<file path="src/rtl/irq_src_mask.sv">
module irq_src_mask #(
  parameter int ADDR_W   = 8,
  parameter int DATA_W   = 32,
  parameter logic [ADDR_W-1:0] SRC_OFF  = 8'h04,
  parameter logic [ADDR_W-1:0] MASK_OFF = 8'h08,
  parameter int TX_BIT   = 0,
  parameter int RX_BIT   = 2,
  parameter int DROP_BIT = 4
) (
  input  logic              clk,
  input  logic              rst_n,
  input  logic              ev_tx,
  input  logic              ev_rx,
  input  logic              ev_drop,
  input  logic              bus_sel,
  input  logic              bus_wr,
  input  logic [ADDR_W-1:0] bus_addr,
  input  logic [DATA_W-1:0] bus_wdata,
  output logic [DATA_W-1:0] bus_rdata,
  output logic              irq
);

  localparam logic [DATA_W-1:0] VALID =
    (DATA_W'(1) << TX_BIT) | (DATA_W'(1) << RX_BIT) | (DATA_W'(1) << DROP_BIT);

  logic [DATA_W-1:0] src_q, mask_q, ev_vec, clr_vec;
  logic              src_wr, mask_wr, irq_q;

  assign src_wr  = bus_sel && bus_wr && (bus_addr == SRC_OFF);
  assign mask_wr = bus_sel && bus_wr && (bus_addr == MASK_OFF);
  assign clr_vec = src_wr ? (bus_wdata & VALID) : '0;

  always_comb begin
    ev_vec           = '0;
    ev_vec[TX_BIT]   = ev_tx;
    ev_vec[RX_BIT]   = ev_rx;
    ev_vec[DROP_BIT] = ev_drop;
  end

  always_ff @(posedge clk) begin
    if (!rst_n) begin
      src_q  <= '0;
      mask_q <= '0;
      irq_q  <= 1'b0;
    end else begin
      src_q <= ((src_q & ~clr_vec) | ev_vec) & VALID;
      if (mask_wr) mask_q <= bus_wdata & VALID;
      irq_q <= |(src_q & mask_q);
    end
  end

  always_comb begin
    bus_rdata = '0;
    if (bus_sel && !bus_wr) begin
      if (bus_addr == SRC_OFF)       bus_rdata = src_q;
      else if (bus_addr == MASK_OFF) bus_rdata = mask_q;
    end
  end

  assign irq = irq_q;

endmodule

</file>
<file path="config.mk">
export PLATFORM = sky130hd
export DESIGN_NAME = irq_src_mask
export DESIGN_NICKNAME = d
export VERILOG_FILES = /design/src/rtl/irq_src_mask.sv
export SDC_FILE = /design/constraint.sdc
export NUM_CORES = 1
export LEC_CHECK = 0
export BUFFER_PORTS_ARGS = -buffer_cell sky130_fd_sc_hd__buf_2
export CAP_MARGIN = 20
export CORE_MARGIN = 3
export CORE_UTILIZATION = 32
export DETAILED_ROUTE_END_ITERATION = 6
export HOLD_SLACK_MARGIN = 0.02
export PLACE_DENSITY = 0.81
export SYNTH_ARGS = -nofsm -noshare
export SYNTH_HDL_FRONTEND = slang
export SYNTH_SLANG_ARGS = --single-unit
</file>
<file path="constraint.sdc">
create_clock -name clk -period 1.6 [get_ports clk]
set_input_delay 0.24 -clock clk [delete_from_list [all_inputs] [get_ports clk]]
set_output_delay 0.24 -clock clk [all_outputs]
set_load 0.02 [all_outputs]
</file>
# Word-level counts from Yosys, hierarchy flattened
# Cells that the tools add are included.
# op_classes
n_eq_ne	2
n_mux	4
bitwise	4
n_reduce_logical	6
# op_table
cell	n
32-bit 2-to-1 mux	1
32-bit OR reduction	1
5-bit 2-to-1 mux	3
5-bit bitwise AND	2
8-bit by 3-bit == test with 1-bit output, second input constant	1
8-bit by 4-bit == test with 1-bit output, second input constant	1
5-bit NOT	1
5-bit OR	1
1-bit logical AND	4
1-bit zero test	1
# word_totals
reg_bits	7
in_bits	47
output_inout_bits	33

# Depth between registers and ports, before layout
# Gate-level depths: netlist of the first run.
# depth
ltp_word	6
mapped_depth	3

# Worst setup path before layout of the first run
# Ideal clock, no wire load.
# synth_timing
path_type	input port to output port
startpoint	input bus_addr[0]
endpoint	output bus_rdata[0]
arrival_time_ns	1.001
required_ns	1.360
path_slack_ns	0.359
cell_stages	3
path_buffers	0
cell_sequence	nor4b_4 -> nand3b_1 -> nor2_1
# synth_via
elab_chain_cells	4
# synth_rtl
element	line	rtl
from (decl)	17	input logic [ADDR_W-1:0] bus_addr,
8-bit by 4-bit == test with 1-bit output	56	else if (bus_addr == MASK_OFF) bus_rdata = mask_q;
5-bit 2-to-1 mux	56	
5-bit 2-to-1 mux *	55	if (bus_addr == SRC_OFF) bus_rdata = src_q;
32-bit 2-to-1 mux *	54	if (bus_sel && !bus_wr) begin
to (decl)	19	output logic [DATA_W-1:0] bus_rdata,
# Mark *: on every way between the ends. The rest lies on a longest branch, timed or not.

# Worst setup path in the final report of the first run
# layout_timing
startpoint	input bus_addr[0]
endpoint	output bus_rdata[4]
# Same word-level chain as after synthesis.

==> impl_results.md, run 1 <==
* CP cell instances: buf_2, nor4b_4, nand3b_1, nor2_1, buf_2
* Vias in the first global route at 398
* Max_cap viols at 0
* Comb power frac at 23.8%
* Gpl congestion at 0.704
* Post-synthesis average cell area at 8.23 sq um
* Final setup margin at 0.205 ns
* Status: finished clean
* RSZ-0062 raised after global routing: false
* Initial antenna violation count at 0
* Primary flip-flop cell chosen by synthesis mapping: dfxtp_1
* Synth warnings at 0
* CTS max path bufs at 2
* Crit-path slowest cell: nor4b_4
* WL/cell at 9.53 microns
* Largest net degree at the start of global routing at 11
* CTS tree: built
* FF-to-FF Start: src_q[2]
* Post-synth EDFFs at 0
* Clock latency at the later pin of the worst-skew pair at 0.26 ns
* Count leader, synth: buf_4
* # diodes at 0
* Netlist cell types at 18
* Leakage Power at 0.355 nW
* CP endpoint kind: output port
* Setup Skew at 0.00709 ns
* Req. time, crit path at 1.36 ns
* Compound-Gate Fraction of Synth Area at 11.3%
* Worst Hold Class: in2reg
* Die Area at 2370 sq um
* Final Max Slew Viols at 0
* Worst hold start: bus_wdata[0]
* Worst VDD drop at 0.645 mV
* Met3 Usage GRT at 5.83%
* Total Wirelength at 1.13 mm
* Fmax at 717 MHz
* Total CTS buffers at 3
* Crit path launch: bus_addr[0]
* Most frequent CP cell: buf_2
* Number of I/O pins at 80
* Initial Util at 36.3%
* Post-synthesis simple-gate area fraction at 19.1%
* First-pass GRT wire length at 1.66 mm
* Post-CTS resize count at 0
* DP Worst Slack at 0.196 ns
* Vias at 472
* Pwr Density at 722 nW/um^2
* DR iter-0 viols at 9
* WHS at 0.175 ns
* CP max FO at 3
* Crit Path Class: in2out
* Core ar. at 1610 sq um
* Sw Ratio at 34.9%
* Core Rows at 14
* Clock network power share at 35.8%
* Net Sw Power at 0.159 mW
* GRT Total Usage at 8.92%
* Worst EP arrival at 1.15 ns
* Post-synthesis cell area at 584 sq um
* # DRC at 0
* Die Width at 48.7 microns
* Chip height at 48.7 microns
* Root buffer cell: clkbuf_4
* Met2 Use GR at 15.4%
* Placed cell area at 603 sq um
* DP HPWL at 939 microns
* # clock sinks at 7
* Synth cell count leaders: buf_4 (29), dfxtp_1 (7), nand2_1 (6)
* Sequential share of power at 40.4%
* Grt peak-use layer: met2
* Clock transition at the registers of the reported paths at 0.06 ns
* Fin crit period at 1.39 ns
* Main combinational cell family by area after synthesis: buffers and inverters
* GR Util met1 at 9.11%
* Antenna viol nets, final at 0
* Int Pwr at 0.296 mW
* Layout cells sized above 1 at 29.8%
* Largest area contributor in the netlist: buf_4
* Final Hold Viols at 0
* Period utilization at 87.2%
* Post-synthesis mux area share at 5.14%
* Number of port buffers at 21
* Drt first pass iters at 4
* Yosys top cell area share at 37.3%
* Adder-Cell Fraction of Synth Area at 0%
* Sequential area share after synthesis at 24.0%
* Synthesized flop and latch total at 7
* Ys async rst share at 0%
* CP startpoint kind: primary input
* Post-Syn Instances at 71
* Post-CTS Setup Inserts at 0
* Cts hold-fix bufs at 0
* Synth area leaders: buf_4 (37%), dfxtp_1 (24%), mux2i_1 (5.1%)
* Design Area, Final at 631 sq um
* Net count, final at 142
* Max incr delay on CP at 0.32 ns
* H-tree levels at 1
* Sum Neg Setup Slack at 0 ns
* XOR/XNOR share of the synthesized area at 0%
* Overflow after GRT at 0
* Vias per cell at 4.00
* Synth-to-Final Area Change at 7.92%
* Setup violators final at 0
## critical path: cells and delay by family
kind / cells / cell delay (ns)
buf+inv: 2 / 0.28
simple gates: 3 / 0.63
## path summary, 6_finish.rpt
kind	cells after the start	end	slack, ns
setup / recovery	5	bus_rdata[4]	0.21
hold / removal	2	src_q[0]	0.17
setup reg to reg	2	irq	0.74
hold reg to reg	2	mask_q[0]	0.48
## placed cells by master (no fill, tap or decap), types with 6 or more instances in the layout
cell     synthesis  layout
buf_2            0      21
conb_1           1      29
dfxtp_1          7       7
nand2_1          6       6
## power groups by stage
stage	combinational (mW)	sequential (mW)	clock (mW)
finish	0.108	0.184	0.163
CTS	0.106	0.184	0.168
global placement	0.104	0.188	0
floorplan	0.133	0.186	0
global route	0.117	0.185	0.178
detailed placement	0.106	0.188	0
## flip-flops by register name (all words and copies together), names as in the netlist
signal / count
mask_q: 3
irq: 1
src_q: 3
## per-layer routing
| metal | up-vias | wire [microns] |
|---|---|---|
| li1 | 228 | - |
| met1 | 209 | 397 |
| met2 | 35 | 536 |
| met3 | 0 | 192 |
| met4 | 0 | 0 |
| met5 | - | 0 |
## layout make-up
class	count	area, sq um
clock buffer	3	22.5
clock inverter	1	5.00
fill	189	981
inverter	3	11.3
multi-input combinational	59	317
sequential	7	140
tap	24	30.0
timing repair buffer	21	105
## stage by stage
step	instances	total power [mW]	util, %
after floorplan	99	0.320	-
after global placement	114	0.291	37.4
after detailed placement	114	0.293	37.4
after CTS	118	0.459	39.1
after global routing	118	0.480	39.1
final	118	0.455	39.1
## cells by family after synthesis
| logic type | count (synthesis) |
|---|---|
| AO/OA/AOI/OAI | 10 |
| buffers and inverters | 33 |
| flip-flops | 7 |
| multiplexers | 3 |
| other | 1 |
| AND/OR/NAND/NOR | 17 |
No activity file was read; power rests on OpenSTA's default activity.
==> run 2: changes to the inputs <==
CORE_MARGIN = not set   (was 3)
==> run 2 against run 1 <==
Register-to-register slack improved by 0.02 ns. Flip-flop and latch count did not move. Die area fell by 16%. Worst hold slack improved by 0.013 ns. Cell count rose by 0.85%. First-iteration DRC count rose by 11%. Global-route usage rose by 1.5 points. Sequential share of layout area did not move. Sequential power barely moved. Routed wire length fell by 16%. Combinational power barely moved. Largest cell class unchanged. Highest routed layer is now met4.
==> impl_results.md, run 2 (synthesis gave the netlist of run 1 again) <==
* Worst Hold Class: in2reg
* Chip height at 44.7 microns
* DP HPWL at 823 microns
* Synth-to-Final Area Change at 7.92%
* Worst VDD drop at 0.295 mV
* Vias per cell at 3.89
* Net count, final at 142
* CTS max path bufs at 2
* Core ar. at 1730 sq um
* Cts hold-fix bufs at 0
* Setup violators final at 0
* Period utilization at 86.3%
* Sequential cell area at 140 sq um
* Total Wirelength at 950 microns
* Setup Skew at 0.000576 ns
* # DRC at 0
* DR iter-0 viols at 10
* Clock latency at the later pin of the worst-skew pair at 0.25 ns
* Vias in the first global route at 365
* Initial Util at 33.8%
* Largest net degree at the start of global routing at 11
* Die Area at 2000 sq um
* Req. time, crit path at 1.36 ns
* Leakage Power at 0.352 nW
* Root buffer cell: clkbuf_4
* # diodes at 0
* CTS tree: built
* Initial antenna violation count at 0
* Number of port buffers at 21
* Post-CTS resize count at 0
* Clock transition at the registers of the reported paths at 0.05 ns
* Die Width at 44.7 microns
* Vias at 463
* CP max FO at 3
* H-tree levels at 1
* Total CTS buffers at 3
* First-pass GRT wire length at 1.45 mm
* Overflow after GRT at 0
* WL/cell at 7.98 microns
* Gpl congestion at 0.696
* CP startpoint kind: primary input
* Final Hold Viols at 0
* Fmax at 724 MHz
* CP endpoint kind: output port
* Worst EP arrival at 1.14 ns
* Final Max Slew Viols at 0
* Commonest cells after routing, fill and taps aside: conb_1 (29), buf_2 (21), dfxtp_1 (7)
* RSZ-0062 raised after global routing: false
* Multi-input gate area at 317 sq um
* Sum Neg Setup Slack at 0 ns
* Crit Path Class: in2out
* Layout cells sized above 1 at 28.7%
* Core Rows at 15
* Filler instances at 184
* Status: finished clean
* Antenna viol nets, final at 0
* # clock sinks at 7
* Max_cap viols at 0
* Drt first pass iters at 4
* Fin crit period at 1.38 ns
* Finished Core Util at 36.5%
* Pwr Density at 711 nW/um^2
* Post-CTS Setup Inserts at 0
* Number of I/O pins at 80
* Most common cell after layout, fill and taps aside: conb_1
* GRT Total Usage at 10.5%
==> run 2: critical path, stage by stage <==
cell      delay (ns)
buf_2           0.12
nor4b_4         0.32
nand3b_1        0.16
nor2_1          0.13
buf_2           0.17
==> run 2: power breakdown <==
group	internal (mW)	switching [mW]	total (mW)
clock	0.0949	0.0615	0.156
combinational	0.0247	0.0825	0.107
sequential	0.180	0.00433	0.185
total	0.300	0.148	0.448
==> run 2: stage by stage <==
step                hold WS [ns]  instances  power (mW)  cell area [sq um]  setup WS [ns]
finish                     0.187        119       0.448                631          0.220
global route               0.187        119       0.480                631          0.126
CTS                        0.181        119       0.456                631          0.217
detailed placement         0.446        115       0.294                604          0.221
global placement           0.438        115       0.292                604          0.248
floorplan                  0.341         99       0.320                689          0.359
==> run 2: layout make-up <==
cell class,count,share of cell area [%]
clock buffer,4,4.17
multi-input combinational,59,50.2
tap,25,4.96
inverter,3,1.79
sequential,7,22.2
timing repair buffer,21,16.7
==> run 2: worst paths after layout <==
kind                 from           end  slack [ns]  depth (start not counted)
max reg2reg      src_q[2]           irq        0.76                          2
max           bus_addr[0]  bus_rdata[0]        0.22                          5
min          bus_wdata[0]      src_q[0]        0.19                          2
min reg2reg     mask_q[0]     mask_q[0]        0.48                          2
==> run 2: metal layers <==
layer	share of wire [%]	GRT usage, %
met1	37	10.6
met2	48	17.9
met3	13	4.80
met4	1.6	5.45
met5	0	0
